$ cat src/rtl/mfcPkg.sv
package mfcPkg;
  localparam int STAT_W     = 8;
  localparam int BIT_FETCH  = 0;
  localparam int BIT_DATA   = 1;
  localparam int BIT_UNSTK  = 3;
  localparam int BIT_STK    = 4;
  localparam int BIT_VALID  = 7;
  localparam logic [STAT_W-1:0] IMPL_MASK =
    (STAT_W'(1) << BIT_FETCH) | (STAT_W'(1) << BIT_DATA) |
    (STAT_W'(1) << BIT_UNSTK) | (STAT_W'(1) << BIT_STK)  |
    (STAT_W'(1) << BIT_VALID);

  typedef struct packed {
    logic [STAT_W-1:0] setMask;
    logic [STAT_W-1:0] clrMask;
    logic              captureAddr;
  } strobeT;
endpackage

$ cat src/rtl/mfcCtrl.sv
module mfcCtrl
  import mfcPkg::*;
(
  input  logic              fetchViolation,
  input  logic              dataViolation,
  input  logic              stackFault,
  input  logic              unstackFault,
  input  logic              wrEn,
  input  logic              rdSel,
  input  logic [STAT_W-1:0] wrData,
  output strobeT            strobe
);
  logic [STAT_W-1:0] eventVec;
  logic              statusWrite;

  always_comb begin
    eventVec            = '0;
    eventVec[BIT_FETCH] = fetchViolation;
    eventVec[BIT_DATA]  = dataViolation;
    eventVec[BIT_UNSTK] = unstackFault;
    eventVec[BIT_STK]   = stackFault;
    eventVec[BIT_VALID] = dataViolation;
  end

  assign statusWrite = wrEn && !rdSel;

  always_comb begin
    strobe.setMask     = eventVec & IMPL_MASK;
    strobe.clrMask     = statusWrite ? (wrData & IMPL_MASK) : '0;
    strobe.captureAddr = dataViolation;
  end
endmodule

$ cat src/rtl/mfcDatapath.sv
module mfcDatapath
  import mfcPkg::*;
#(
  parameter int ADDR_W = 32
) (
  input  logic              clk,
  input  logic              rst,
  input  strobeT            strobe,
  input  logic [ADDR_W-1:0] faultAddr,
  input  logic              rdSel,
  output logic [STAT_W-1:0] statusVec,
  output logic [ADDR_W-1:0] addrQ,
  output logic [ADDR_W-1:0] rdData
);
  localparam int PAD_W = ADDR_W - STAT_W;

  for (genvar b = 0; b < STAT_W; b++) begin : gFlag
    if (IMPL_MASK[b]) begin : gImpl
      logic flagQ;
      always_ff @(posedge clk) begin
        if (rst) flagQ <= 1'b0;
        else     flagQ <= strobe.setMask[b] | (flagQ & ~strobe.clrMask[b]);
      end
      assign statusVec[b] = flagQ;


      set_wins_chk: assert property (@(posedge clk) disable iff (rst)
        strobe.setMask[b] |=> statusVec[b]);

      sticky_hold_chk: assert property (@(posedge clk) disable iff (rst)
        (!strobe.setMask[b] && !strobe.clrMask[b]) |=> $stable(statusVec[b]));
    end else begin : gResv
      assign statusVec[b] = 1'b0;
    end
  end

  always_ff @(posedge clk) begin
    if (rst)                     addrQ <= '0;
    else if (strobe.captureAddr) addrQ <= faultAddr;
  end

  assign rdData = rdSel ? addrQ : {{PAD_W{1'b0}}, statusVec};


  addr_capture_chk: assert property (@(posedge clk) disable iff (rst)
    strobe.captureAddr |=> (addrQ == $past(faultAddr)) && statusVec[BIT_VALID]);

  addr_hold_chk: assert property (@(posedge clk) disable iff (rst)
    !strobe.captureAddr |=> $stable(addrQ));

  reset_clear_chk: assert property (@(posedge clk)
    rst |=> (statusVec == '0) && (addrQ == '0));
endmodule

$ cat src/rtl/memFaultCapture.sv
module memFaultCapture
  import mfcPkg::*;
#(
  parameter int ADDR_W = 32
) (
  input  logic              clk,
  input  logic              rst,
  input  logic              fetchViolation,
  input  logic              dataViolation,
  input  logic              stackFault,
  input  logic              unstackFault,
  input  logic [ADDR_W-1:0] faultAddr,
  input  logic              wrEn,
  input  logic              rdSel,
  input  logic [7:0]        wrData,
  output logic [ADDR_W-1:0] rdData,
  output logic [7:0]        statusByte,
  output logic [ADDR_W-1:0] faultAddrReg,
  output logic              addrValid
);
  strobeT strobe;

  mfcCtrl uCtrl (
    .fetchViolation (fetchViolation),
    .dataViolation  (dataViolation),
    .stackFault     (stackFault),
    .unstackFault   (unstackFault),
    .wrEn           (wrEn),
    .rdSel          (rdSel),
    .wrData         (wrData),
    .strobe         (strobe)
  );

  mfcDatapath #(.ADDR_W(ADDR_W)) uData (
    .clk       (clk),
    .rst       (rst),
    .strobe    (strobe),
    .faultAddr (faultAddr),
    .rdSel     (rdSel),
    .statusVec (statusByte),
    .addrQ     (faultAddrReg),
    .rdData    (rdData)
  );

  assign addrValid = statusByte[BIT_VALID];


  sw_write_addr_ignored_chk: assert property (@(posedge clk) disable iff (rst)
    (wrEn && rdSel && !dataViolation) |=> $stable(faultAddrReg));

  stack_no_valid_chk: assert property (@(posedge clk) disable iff (rst)
    (stackFault && !dataViolation && !addrValid) |=> !addrValid);
endmodule

$ cat config.mk
export PLATFORM = sky130hd
export DESIGN_NAME = memFaultCapture
export DESIGN_NICKNAME = d
export VERILOG_FILES = /design/src/rtl/mfcPkg.sv /design/src/rtl/mfcCtrl.sv /design/src/rtl/mfcDatapath.sv /design/src/rtl/memFaultCapture.sv
export SDC_FILE = /design/constraint.sdc
export NUM_CORES = 1
export LEC_CHECK = 0
export ABC_AREA = 1
export ABC_CLOCK_PERIOD_IN_PS = 800
export BUFFER_PORTS_ARGS = -buffer_cell sky130_fd_sc_hd__buf_2
export CORE_UTILIZATION = 38
export DETAILED_ROUTE_END_ITERATION = 16
export GPL_ROUTABILITY_DRIVEN = 0
export PLACE_DENSITY = 0.77
export SLEW_MARGIN = 20
export SYNTH_ARGS = -nofsm -noshare
export SYNTH_HDL_FRONTEND = slang
export SYNTH_SLANG_ARGS = --single-unit
$ cat constraint.sdc
create_clock -name clk -period 0.8 [get_ports clk]
set_input_delay 0.04 -clock clk [delete_from_list [all_inputs] [get_ports clk]]
set_output_delay 0.04 -clock clk [all_outputs]
set_load 0.05 [all_outputs]
==> reports/summary.log <==
qor: timing.fin_crit 1.052 ns
qor: setup_path.r2r_start uData.addrQ[6]
qor: timing.totalNegativeSetupSlack -12.12 ns
qor: logic_synthesis.synth-warning-count 0
qor: setup_path.rr_worst_depth 4
qor: outcome.outcome complete, but fails checks
qor: finish.stdcell_area 4484 sq um
qor: timing.fmax 950.3 MHz
qor: timing.final.hold.worst_slack 0.01091 ns
qor: power.power.sequential.fraction 0.347
qor: power.irDropWorstVdd 0.001096 V
qor: grt.grtUsageTotal 0.2554
qor: clock_network.cts_tree yes
qor: route.route.vias.total 2438
qor: timing.setup_viol 74
qor: logic_synthesis.synth.top_cells.by_area sky130_fd_sc_hd__dfxtp_1 39%, sky130_fd_sc_hd__nand2_1 16%, sky130_fd_sc_hd__a21oi_2 14%
qor: setup_path.critical_path_arrival 1.01 ns
qor: placed_design.numPlacedInstances 414
qor: clock_network.clock_latency 0.29 ns
qor: route.initialDrtViolationCount 137
qor: clock_network.cts.sinks 37
qor: finish.antennaDiodeCount 0
qor: timing.timing.final.hold_violations 0
qor: setup_path.cp_slowest_stage_delay 0.37 ns
qor: route.detailroute.wirelength.met3 626 um
qor: setup_path.r2r-end uData.addrQ[6]
qor: logic_synthesis.synth_area_per_cell 7.680 sq um
qor: floorplan.die-area 5258 sq um
qor: power.power.leakage 2.045 nW
qor: clock_network.cts_inserted_buffers 5
qor: placed_design.dp_hpwl 3.355 mm
qor: grt.antenna_found_initial 0
qor: route.wl_per_cell 19.43 um
qor: finish.drive_above_1_share 0.8014
qor: outcome.failing_checks setup timing
qor: floorplan.core_region_area 4755 sq um
qor: finish.layout_commonest_cell sky130_fd_sc_hd__buf_8
qor: timing.finalWorstSetupSlack -0.2523 ns
qor: power.internal-power 3.732 mW
qor: clock_network.clkSlewWorstSetupHoldPaths 0.08 ns
qor: setup_path.critical_path.slowest_cell sky130_fd_sc_hd__dfxtp_4
qor: grt.first_pass_grt_wire_length 10.21 mm
qor: timing.final.period_utilization 1.315
qor: logic_synthesis.ys_ff_latch 37
qor: job.cap_violations 0
qor: min_path.hold_path_startpoint faultAddr[1]
qor: setup_path.timing.critical_path.max_delay_family flip-flops
qor: setup_path.critical_path.max_fanout 3
qor: finish.fin_cells 495
qor: logic_synthesis.synthesis.instances 246
qor: min_path.hold_class input port to register
qor: power.power_density 1333 nW/um^2
qor: clock_network.h-tree-depth 2
qor: power.combinationalPowerShare 0.400
qor: route.drc 0
qor: logic_synthesis.synthDistinctLibCells 14
qor: setup_path.setup.reg_to_reg.worst_slack -0.05 ns
qor: route.wirelength 9.616 mm
qor: setup_path.critical_path_class register to primary output
qor: logic_synthesis.post_synthesis_cell_type_with_the_largest_combined_area sky130_fd_sc_hd__dfxtp_1
qor: min_path.min_delay_path_depth 3
qor: floorplan.die_h 72.51 um
qor: timing.unrepaired_setup_endpoints_after_global_routing true
qor: finish.total_number_of_nets_in_the_final_design 475
qor: power.power_switching_share 0.3757
qor: floorplan.boundaryPins 121
qor: timing.clock-skew-final 0 ns
qor: setup_path.critical_path_buf_inv_count 2
qor: route.ant_nets 0
qor: floorplan.initial_core_util 0.3974
qor: route.via_per_inst 4.925
qor: setup_path.critical_path.startpoint_type register
qor: route.detail_route.first_pass.iterations 4
qor: placed_design.input_output_buffers 114
qor: placed_design.placed_area 2706 sq um
qor: clock_network.clock_tree.buffer_depth 2
qor: clock_network.cts_root_buf sky130_fd_sc_hd__clkbuf_8
qor: setup_path.critical_path.cell_chain nand2_4 -> clkinvlp_4 -> buf_8
qor: power.share_clk_of_total_power 0.253
qor: floorplan.chipWidth 72.51 um
qor: finish.syn2layout_area_growth 137.4%
qor: grt.grt-ovfl-total 0
qor: logic_synthesis.synth.yosys.seq_area_share 0.3921
qor: power.switchingPower 2.246 mW
qor: route.dr.max_layer_used met4
qor: finish.final_cell_mix 69 x sky130_fd_sc_hd__buf_8, 44 x sky130_fd_sc_hd__buf_2, 42 x sky130_fd_sc_hd__nand2_1, 36 x sky130_fd_sc_hd__nand2_4, 36 x sky130_fd_sc_hd__dfxtp_4
qor: route.wl_met2 5.339 mm
qor: grt.first_global_vias 2160
qor: power.total_power 5.978 mW
qor: floorplan.fp-row-count 25
qor: setup_path.cp_data_required_time 0.76 ns
qor: timing.report.final.slew_viol_count 0
qor: route.wl_met1 3.163 mm
qor: logic_synthesis.synthesized_cell_area 1889 sq um
qor: grt.grt_max_degree 35
qor: min_path.hold-path-endpoint uData.addrQ[1]
qor: setup_path.end_kind primary output
qor: logic_synthesis.synth_top_area_frac 0.3921
==> cells by family after synthesis <==
family	after synthesis	synth area share
AOI/OAI and AO/OA	37	0.1576
buffers and inverters	55	0.1775
DFF	37	0.3921
other	1	0.001985
and+or+nand+nor	116	0.2709
==> cells in the mapped netlist, drive strengths merged <==
master and n:
nand3 5, nand2 111, conb 1, a21oi 37
dfxtp 37, inv 32, buf 23
==> worst register-to-register path, cell delays in order, from the launching register on <==
cell                      delay, ns
sky130_fd_sc_hd__dfxtp_4       0.37
sky130_fd_sc_hd__buf_6         0.11
sky130_fd_sc_hd__buf_4         0.10
sky130_fd_sc_hd__nand2_2       0.05
sky130_fd_sc_hd__a21oi_2       0.15
==> layout make-up <==
cell class | count | area, sq um
multi-input cells | 156 | 1104
fillers | 142 | 270.3
clock inverters | 1 | 5.005
inverters | 32 | 229.0
clock buffers | 7 | 96.34
well taps | 67 | 83.83
repair buffers | 195 | 2090
flip-flops and latches | 37 | 877.1
==> layer usage <==
metal  track usage  up-vias
met1        0.2496     1162
li1              -     1093
met2        0.5109      142
met4       0.08932        0
met5             0        -
met3       0.06389       41
==> worst max path at each step <==
| stage | slack, ns | end | from | cells after the start |
|---|---|---|---|---|
| after global routing | -0.27 | rdData[25] | uData.addrQ[25] | 3 |
| after floorplan | -0.06 | rdData[7] | uData.addrQ[7] | 2 |
| after detailed placement | -0.1 | rdData[4] | rdSel | 5 |
| final | -0.25 | rdData[25] | uData.addrQ[25] | 3 |
| after global placement | -0.08 | rdData[4] | rdSel | 5 |
| after CTS | -0.19 | rdData[25] | uData.addrQ[25] | 3 |
==> metrics by stage <==
step / worst slack (ns) / utilization
2_1_floorplan: -0.05736 / -
3_3_place_gp: -0.07609 / 0.5692
3_5_place_dp: -0.09865 / 0.5692
4_1_cts: -0.1942 / 0.8200
5_1_grt: -0.2717 / 0.9432
6_report: -0.2523 / 0.9432
==> sequential cells by signal, summed over array words and instances (netlist names) <==
name and count:
uData.addrQ 32, uData.gFlag.gImpl.flagQ 5
==> power by group through the flow <==
stage               Clock (mW)  Combinational, mW  Sequential (mW)
floorplan                    0              0.834             2.35
global placement             0               1.42             2.04
detailed placement           0               1.44             2.04
CTS                       1.47               1.96             2.06
global route              1.62               2.46             2.09
finish                    1.51               2.39             2.08
==> timing repair <==
action | CTS | global route
endpoints found under the setup margin | 70 | 71
hold endpoints to repair | 24 | 1
pin swaps | 0 | 3
setup buffers | 15 | 35
hold buffers | 24 | 1
resized for setup | 231 | 84
(Power assumes the default switching activity.)
